===== config.mk =====
export PLATFORM = sky130hd
export DESIGN_NAME = flt_mult
export DESIGN_NICKNAME = d
export VERILOG_FILES = /design/src/rtl/flt_mult_pkg.sv /design/src/rtl/flt_mult_vpipe.sv /design/src/rtl/flt_mult_sigmul.sv /design/src/rtl/flt_mult_normrnd.sv /design/src/rtl/flt_mult_pack.sv /design/src/rtl/flt_mult.sv
export SDC_FILE = /design/constraint.sdc
export NUM_CORES = 2
export LEC_CHECK = 0
export BUFFER_PORTS_ARGS = -buffer_cell sky130_fd_sc_hd__buf_2
export CORE_AREA = 5 5 225 227
export CTS_CLUSTER_DIAMETER = 200
export DETAILED_ROUTE_END_ITERATION = 8
export DIE_AREA = 0 0 230 232
export PLACE_DENSITY = 0.72
export SETUP_SLACK_MARGIN = 0.02
export SLEW_MARGIN = 25
export SYNTH_ARGS = -nofsm -noshare
export SYNTH_HDL_FRONTEND = slang
export SYNTH_SLANG_ARGS = --single-unit

===== constraint.sdc =====
create_clock -name clk -period 11.7 [get_ports clk]
set_input_delay 2.34 -clock clk [delete_from_list [all_inputs] [get_ports clk]]
set_output_delay 2.34 -clock clk [all_outputs]
set_load 0.01 [all_outputs]

===== src/rtl/flt_mult_pkg.sv =====
package flt_mult_pkg;

  typedef enum logic [1:0] {
    TAG_ZERO = 2'b00,
    TAG_NORM = 2'b01,
    TAG_INF  = 2'b10,
    TAG_NAN  = 2'b11
  } fm_tag_e;

  // Class of the product decided from the operand classes alone.
  function automatic fm_tag_e tag_combine(fm_tag_e ta, fm_tag_e tb);
    if (ta == TAG_NAN || tb == TAG_NAN) return TAG_NAN;
    if ((ta == TAG_ZERO && tb == TAG_INF) || (ta == TAG_INF && tb == TAG_ZERO)) return TAG_NAN;
    if (ta == TAG_INF || tb == TAG_INF) return TAG_INF;
    if (ta == TAG_ZERO || tb == TAG_ZERO) return TAG_ZERO;
    return TAG_NORM;
  endfunction

  // Nearest-even increment decision.
  function automatic logic rne_up(logic lsb, logic guard, logic sticky);
    return guard & (sticky | lsb);
  endfunction

endpackage


===== src/rtl/flt_mult_vpipe.sv =====
module flt_mult_vpipe #(
  parameter int LAT = 6
) (
  input  logic           clk,
  input  logic           rst_n,
  input  logic           vin,
  output logic [LAT-1:0] vstg
);

  always_ff @(posedge clk or negedge rst_n) begin
    if (!rst_n) vstg <= '0;
    else        vstg <= {vstg[LAT-2:0], vin};
  end

endmodule


===== src/rtl/flt_mult_sigmul.sv =====
module flt_mult_sigmul
  import flt_mult_pkg::*;
#(
  parameter int EXP_W  = 8,
  parameter int FRAC_W = 23,
  localparam int MW = FRAC_W + 1,
  localparam int PW = 2 * MW,
  localparam int XW = EXP_W + 2
) (
  input  logic                 clk,
  input  fm_tag_e              a_tag,
  input  fm_tag_e              b_tag,
  input  logic                 a_sgn,
  input  logic                 b_sgn,
  input  logic [EXP_W-1:0]     a_exp,
  input  logic [EXP_W-1:0]     b_exp,
  input  logic [FRAC_W-1:0]    a_frac,
  input  logic [FRAC_W-1:0]    b_frac,
  output logic [PW-1:0]        prod,
  output logic signed [XW-1:0] esum,
  output logic                 sgn,
  output fm_tag_e              cls
);

  localparam int BIAS = (1 << (EXP_W - 1)) - 1;

  logic [PW-1:0]        prod_c;
  logic signed [XW-1:0] esum_c;

  always_comb begin
    prod_c = PW'({1'b1, a_frac}) * PW'({1'b1, b_frac});
    esum_c = XW'(a_exp) + XW'(b_exp) - XW'(BIAS);
  end

  always_ff @(posedge clk) begin
    prod <= prod_c;
    esum <= esum_c;
    sgn  <= a_sgn ^ b_sgn;
    cls  <= tag_combine(a_tag, b_tag);
  end

endmodule


===== src/rtl/flt_mult_normrnd.sv =====
module flt_mult_normrnd
  import flt_mult_pkg::*;
#(
  parameter int EXP_W  = 8,
  parameter int FRAC_W = 23,
  localparam int MW = FRAC_W + 1,
  localparam int PW = 2 * MW,
  localparam int XW = EXP_W + 2
) (
  input  logic                 clk,
  input  logic [PW-1:0]        prod,
  input  logic signed [XW-1:0] esum,
  input  logic                 sgn_i,
  input  fm_tag_e              cls_i,
  output logic [FRAC_W-1:0]    frac_o,
  output logic signed [XW-1:0] exp_o,
  output logic                 sgn_o,
  output fm_tag_e              cls_o,
  output logic                 norm_evt,
  output logic                 rcarry_evt
);

  // Stage 3: one-place normalisation with guard and sticky extraction
  logic                 top_c;
  logic [FRAC_W-1:0]    fr_c;
  logic                 g_c, st_c;
  logic signed [XW-1:0] e3_c;

  always_comb begin
    top_c = prod[PW-1];
    if (top_c) begin
      fr_c = prod[2*FRAC_W : FRAC_W+1];
      g_c  = prod[FRAC_W];
      st_c = |prod[FRAC_W-1:0];
    end else begin
      fr_c = prod[2*FRAC_W-1 : FRAC_W];
      g_c  = prod[FRAC_W-1];
      st_c = |prod[FRAC_W-2:0];
    end
    e3_c = esum + XW'(top_c);
  end

  logic [FRAC_W-1:0]    fr3;
  logic                 g3, st3, sgn3;
  logic signed [XW-1:0] e3;
  fm_tag_e              cls3;

  always_ff @(posedge clk) begin
    fr3      <= fr_c;
    g3       <= g_c;
    st3      <= st_c;
    e3       <= e3_c;
    sgn3     <= sgn_i;
    cls3     <= cls_i;
    norm_evt <= top_c;
  end

  // Stage 4: rounding increment and carry into the exponent
  logic                 up_c, cy_c;
  logic [FRAC_W-1:0]    fr4_c;
  logic signed [XW-1:0] e4_c;

  always_comb begin
    up_c          = rne_up(fr3[0], g3, st3);
    {cy_c, fr4_c} = {1'b0, fr3} + (FRAC_W + 1)'(up_c);
    e4_c          = e3 + XW'(cy_c);
  end

  always_ff @(posedge clk) begin
    frac_o     <= fr4_c;
    exp_o      <= e4_c;
    sgn_o      <= sgn3;
    cls_o      <= cls3;
    rcarry_evt <= cy_c;
  end

endmodule


===== src/rtl/flt_mult_pack.sv =====
module flt_mult_pack
  import flt_mult_pkg::*;
#(
  parameter int EXP_W  = 8,
  parameter int FRAC_W = 23,
  localparam int XW = EXP_W + 2,
  localparam int WORD_W = EXP_W + FRAC_W + 3
) (
  input  logic                 clk,
  input  logic [FRAC_W-1:0]    frac_i,
  input  logic signed [XW-1:0] exp_i,
  input  logic                 sgn_i,
  input  fm_tag_e              cls_i,
  output logic                 ovf_evt,
  output logic                 unf_evt,
  output logic                 is_norm,
  output logic [WORD_W-1:0]    res
);

  localparam logic signed [XW-1:0] EXP_TOP = XW'((1 << EXP_W) - 1);

  // Stage 5: range classification
  logic [FRAC_W-1:0] fr5;
  logic [EXP_W-1:0]  e5;
  logic              sgn5;

  always_ff @(posedge clk) begin
    ovf_evt <= (exp_i >= EXP_TOP);
    unf_evt <= (exp_i <= 0);
    is_norm <= (cls_i == TAG_NORM);
    fr5     <= frac_i;
    e5      <= exp_i[EXP_W-1:0];
    sgn5    <= sgn_i;
  end

  logic [1:0] cls5;
  always_ff @(posedge clk) cls5 <= cls_i;

  // Stage 6: final class and packing
  fm_tag_e tag_c;
  always_comb begin
    tag_c = fm_tag_e'(cls5);
    if (is_norm) begin
      if (ovf_evt)      tag_c = TAG_INF;
      else if (unf_evt) tag_c = TAG_ZERO;
    end
  end

  always_ff @(posedge clk) begin
    if (tag_c == TAG_NORM) res <= {tag_c, sgn5, e5, fr5};
    else                   res <= {tag_c, sgn5, {(EXP_W + FRAC_W){1'b0}}};
  end

endmodule


===== src/rtl/flt_mult.sv =====
module flt_mult
  import flt_mult_pkg::*;
#(
  parameter int EXP_W  = 8,
  parameter int FRAC_W = 23,
  localparam int WORD_W = EXP_W + FRAC_W + 3
) (
  input  logic              clk,
  input  logic              rst_n,
  input  logic              in_valid,
  input  logic [WORD_W-1:0] in_a,
  input  logic [WORD_W-1:0] in_b,
  output logic              out_valid,
  output logic [WORD_W-1:0] out_res
);

  localparam int LAT = 6;
  localparam int MW  = FRAC_W + 1;
  localparam int PW  = 2 * MW;
  localparam int XW  = EXP_W + 2;

  // Valid tracking
  logic [LAT-1:0] vstg;
  flt_mult_vpipe #(.LAT(LAT)) i_vpipe (
    .clk(clk), .rst_n(rst_n), .vin(in_valid), .vstg(vstg)
  );
  assign out_valid = vstg[LAT-1];

  // Stage 1: operand capture
  logic [WORD_W-1:0] a_q, b_q;
  always_ff @(posedge clk) begin
    a_q <= in_a;
    b_q <= in_b;
  end

  // Stage 2
  logic [PW-1:0]        s2_prod;
  logic signed [XW-1:0] s2_esum;
  logic                 s2_sgn;
  fm_tag_e              s2_cls;

  flt_mult_sigmul #(.EXP_W(EXP_W), .FRAC_W(FRAC_W)) i_sigmul (
    .clk    (clk),
    .a_tag  (fm_tag_e'(a_q[WORD_W-1 -: 2])),
    .b_tag  (fm_tag_e'(b_q[WORD_W-1 -: 2])),
    .a_sgn  (a_q[WORD_W-3]),
    .b_sgn  (b_q[WORD_W-3]),
    .a_exp  (a_q[FRAC_W +: EXP_W]),
    .b_exp  (b_q[FRAC_W +: EXP_W]),
    .a_frac (a_q[FRAC_W-1:0]),
    .b_frac (b_q[FRAC_W-1:0]),
    .prod   (s2_prod),
    .esum   (s2_esum),
    .sgn    (s2_sgn),
    .cls    (s2_cls)
  );

  // Stages 3 and 4
  logic [FRAC_W-1:0]    s4_frac;
  logic signed [XW-1:0] s4_exp;
  logic                 s4_sgn;
  fm_tag_e              s4_cls;
  logic                 norm_evt, rcarry_evt;

  flt_mult_normrnd #(.EXP_W(EXP_W), .FRAC_W(FRAC_W)) i_normrnd (
    .clk        (clk),
    .prod       (s2_prod),
    .esum       (s2_esum),
    .sgn_i      (s2_sgn),
    .cls_i      (s2_cls),
    .frac_o     (s4_frac),
    .exp_o      (s4_exp),
    .sgn_o      (s4_sgn),
    .cls_o      (s4_cls),
    .norm_evt   (norm_evt),
    .rcarry_evt (rcarry_evt)
  );

  // Stages 5 and 6
  logic s5_ovf, s5_unf, s5_norm, s5_vld;
  assign s5_vld = vstg[LAT-2];

  flt_mult_pack #(.EXP_W(EXP_W), .FRAC_W(FRAC_W)) i_pack (
    .clk     (clk),
    .frac_i  (s4_frac),
    .exp_i   (s4_exp),
    .sgn_i   (s4_sgn),
    .cls_i   (s4_cls),
    .ovf_evt (s5_ovf),
    .unf_evt (s5_unf),
    .is_norm (s5_norm),
    .res     (out_res)
  );

endmodule


==> metrics.txt <==
number of flops mapped to enable cells by yosys 0; antenna-violating nets left 0; worst setup skew after layout around 0.056 ns; cell chain of the critical path inv_1 > nor2_1 > fa_1 > fa_1 > inv_1 > fa_1 > inv_1 > fa_1 > inv_1 > fa_1 > inv_1 > fa_1 > inv_1 > fa_1 > inv_1 > ha_1 > nand4_1 > nor2_1 > a2111oi_0 > a21oi_1 > o31ai_1 > o21bai_1 > a31oi_1 > xnor2_1; fraction of layout cells with a size suffix above 1 8.28%; startpoint of the worst-slack reg-to-reg timing path a_q[8]; Setup CP Type reg2reg; pin count of the biggest net entering global routing 32; worst max-slew margin expressed relative to the limit 27.7%; First-pass DRT Iterations 5; startpoint of the lowest-slack hold path i_normrnd.frac_o[8]; post-synthesis cell count between 2000 and 3000; GRT met3 Usage 5.80%; hold-fix buffers at CTS 0; area of the mapped netlist 26300 µm²; post-CTS setup-driven buffer insertion count 0; core footprint 48400 µm²; Starting Density a little over half; status complete, no violations; worst hold path stage count 0; Synth async-reset ratio 2.14%; part of the Yosys area used for sequential elements 21.4%; vias in the first global route 19400; net count after synthesis 3441; global routing met2 resource utilization 38.3%; initial drt markers 1186; post-DR wirelength/cell between 15 and 20 µm; terminating pin of the worst hold path i_pack.fr5[8]; required time reported for the critical path endpoint 12.23 ns; peak per-stage delay on the critical path about 1.0 ns; H-tree lvl count 1; Max Buffers Root-to-Sink 3; Rows 81; Die H 232 µm; global routing usage on met1 32.5%; growth of design area from synthesis to finish 7.66%; total clock sinks 280; yosys synthesis warning count 0; number of remaining DRC errors 0; destination of the worst register-to-register timing path i_sigmul.prod[40]; shortest clock period the worst path allows after layout roughly 8 ns; CTS Root Cell sky130_fd_sc_hd__clkbuf_16; number of fill cells in the layout 4109; fraction of the cycle the final worst path needs between 60% and 70%; CTS buffer count 30; unrepaired setup endpoints after global routing no; CP startpoint kind register; Final Hold Viols 0; FF+latch count, synth 280; routability congestion estimate slightly below 1; wire length of the first global-routing pass 102000 µm; Total Die Area 53400 µm²; GRT overflow 0; Primary FF master, synth sky130_fd_sc_hd__dfxtp_1; cell type of the slowest stage on the worst timing path sky130_fd_sc_hd__dfxtp_1; number of violations of the max-capacitance limit 0; Mean Syn Cell Area between 9 and 10 µm²; maximum fanout count along the critical path 19; Ant. Diodes 0; Least-Margin Pin Slew 1.08 ns; number of nets in the layout around 3500; total negative slack 0 ns; total length of routed wires 62600 µm; number of primary I/O pins between 100 and 150; busiest layer in global routing met2; number of pins exceeding their max-slew limit in the final report 0; clock-pin slew on the worst setup and hold paths 0.06 ns; fmax 125 MHz; insertion delay of the later-clocked pin in the worst-skew pair ~0.62 ns; cell depth of the worst flop-to-flop path 24; synth unique cells 66; via count 17900; GRT Total Usage 24.0%; critical path data arrival time 8.55 ns; antenna violations before repair 1; width of the die 230 µm; CP Capture Type register; CTS resizes 0; r2r setup slk 3.69 ns; DPL Wire Length a little under 50000 µm; detailed-route vias per instance around 5.3; setup violators final 0; # port buffers about 110; TritonCTS clock tree yes; Hold Crit Class reg2reg
layout make-up:
| class | instances | area, µm² | area share [%] |
|---|---|---|---|
| Multi-Input combinational cell | 1702 | 17900 | 63.3 |
| Sequential cell | 280 | 5640 | 19.9 |
| Inverter | 600 | 2250 | 7.95 |
| Tap cell | 622 | 778 | 2.75 |
| Clock buffer | 32 | 758 | 2.68 |
| Timing Repair Buffer | 129 | 706 | 2.49 |
| Clock inverter | 24 | 253 | 0.892 |
how the worst max path moves through the flow:
stage,depth (start not counted),endpoint,startpoint,slack [ns]
2_1_floorplan,24,i_sigmul.prod[45],a_q[22],4.95
3_3_place_gp,24,i_sigmul.prod[46],a_q[8],3.96
3_5_place_dp,24,i_sigmul.prod[46],a_q[8],3.75
4_1_cts,24,i_sigmul.prod[46],a_q[8],3.75
5_1_grt,24,i_sigmul.prod[46],a_q[8],3.21
6_report,24,i_sigmul.prod[40],a_q[8],3.69
sequential cells by signal, summed over array words and instances (netlist names), 2 cells and up:
| signal | flops |
|---|---|
| b_q | 34 |
| i_pack.cls5 | 2 |
| i_sigmul.esum | 10 |
| i_normrnd.exp_o | 10 |
| i_sigmul.cls | 2 |
| i_vpipe.vstg | 6 |
| i_normrnd.fr3 | 23 |
| i_normrnd.e3 | 10 |
| i_normrnd.frac_o | 23 |
| i_normrnd.cls3 | 2 |
| i_normrnd.cls_o | 2 |
| i_pack.res | 34 |
| i_sigmul.prod | 48 |
| a_q | 34 |
| i_pack.e5 | 8 |
| i_pack.fr5 | 23 |
cell usage in the layout, fill, tap and decap left out, types with 4 or more instances in the layout:
master,n
sky130_fd_sc_hd__inv_1,595
sky130_fd_sc_hd__fa_1,483
sky130_fd_sc_hd__nand2_1,299
sky130_fd_sc_hd__and2_1,270
sky130_fd_sc_hd__dfxtp_1,269
sky130_fd_sc_hd__ha_1,187
sky130_fd_sc_hd__buf_2,105
sky130_fd_sc_hd__nor2_1,76
sky130_fd_sc_hd__xnor2_1,66
sky130_fd_sc_hd__a21oi_1,58
sky130_fd_sc_hd__nand3_1,30
sky130_fd_sc_hd__xor2_1,30
sky130_fd_sc_hd__clkbuf_16,30
sky130_fd_sc_hd__mux2_2,26
sky130_fd_sc_hd__buf_4,24
sky130_fd_sc_hd__o21ai_0,22
sky130_fd_sc_hd__a21o_1,19
sky130_fd_sc_hd__and3_1,18
sky130_fd_sc_hd__nand4_1,18
sky130_fd_sc_hd__o21bai_1,14
sky130_fd_sc_hd__clkinv_2,8
sky130_fd_sc_hd__nor4_1,7
sky130_fd_sc_hd__nor2b_1,6
sky130_fd_sc_hd__dfrtp_1,6
sky130_fd_sc_hd__clkinv_1,5
sky130_fd_sc_hd__a31oi_1,5
sky130_fd_sc_hd__nor3_1,5
sky130_fd_sc_hd__dfxtp_2,5
sky130_fd_sc_hd__inv_8,5
sky130_fd_sc_hd__a211oi_1,4
sky130_fd_sc_hd__a221oi_1,4
layer usage:
layer,part of all wire (%),wire [µm]
met1,41,25600
met4,3.8,2380
met3,10,6340
met5,0.019,12
met2,45,28300
stage by stage:
stage	setup slack (ns)	cells	utilization (%)	instance area (µm²)	hold slack, ns
2_1_floorplan	4.95	2700	-	26300	0.310
3_3_place_gp	3.96	3333	56.4	27300	0.311
3_5_place_dp	3.75	3333	56.4	27300	0.312
4_1_cts	3.75	3389	58.5	28300	0.323
5_1_grt	3.21	3389	58.5	28300	0.328
6_report	3.69	3389	58.5	28300	0.322
cell usage after synthesis, types with 3 or more instances:
cell type                  number  area (µm²)
sky130_fd_sc_hd__nand3_1       30         150
sky130_fd_sc_hd__and3_1        18         113
sky130_fd_sc_hd__inv_1        595        2230
sky130_fd_sc_hd__nor4_1         7        43.8
sky130_fd_sc_hd__nand2_1      299        1120
sky130_fd_sc_hd__nor2b_1        6        37.5
sky130_fd_sc_hd__dfrtp_1        6         150
sky130_fd_sc_hd__xnor2_1       66         578
sky130_fd_sc_hd__clkbuf_1     101         379
sky130_fd_sc_hd__ha_1         187        2340
sky130_fd_sc_hd__and2_1       270        1690
sky130_fd_sc_hd__nand4_1       18         113
sky130_fd_sc_hd__or3_1          3        18.8
sky130_fd_sc_hd__dfxtp_1      274        5490
sky130_fd_sc_hd__mux2_2        26         293
sky130_fd_sc_hd__clkinv_1       5        18.8
sky130_fd_sc_hd__a21o_1        19         143
sky130_fd_sc_hd__nor2_1        76         285
sky130_fd_sc_hd__a31oi_1        5        31.3
sky130_fd_sc_hd__xor2_1        30         263
sky130_fd_sc_hd__a211oi_1       4        30.0
sky130_fd_sc_hd__o21ai_0       22         110
sky130_fd_sc_hd__buf_4          4        30.0
sky130_fd_sc_hd__o21bai_1      14         105
sky130_fd_sc_hd__a21oi_1       58         290
sky130_fd_sc_hd__fa_1         483        9670
sky130_fd_sc_hd__nor3_1         5        25.0
sky130_fd_sc_hd__and4_1         3        26.3
sky130_fd_sc_hd__o21ai_1        3        15.0
sky130_fd_sc_hd__a221oi_1       4        35.0
sky130_fd_sc_hd__a31o_2         3        26.3
sky130_fd_sc_hd__buf_2         11        55.1
logic make-up (layout without fill, tap and decap cells):
logic type      Yosys count  count (layout)  synth area share (%)
buf+inv                 718             785                  10.4
compound gates          164             164                  4.07
xor+xnor                 96              96                  3.20
fa+ha+maj               670             670                  45.6
simple gates            744             744                  14.1
mux                      28              28                  1.19
flops                   280             280                  21.4
critical path, delay by kind of cell, from the launching register on:
kind	cells	cell delay [ns]
AO/OA/AOI/OAI	5	1.67
XOR/XNOR	1	0.14
adder cells (fa/ha/maj)	8	3.81
buffers and inverters	7	0.79
flip-flops	1	1.01
AND/OR/NAND/NOR	3	0.51
Power is left out: the tool's default activity adds up to more than one toggle a clock period on the data nets, which glitch-free logic cannot reach.
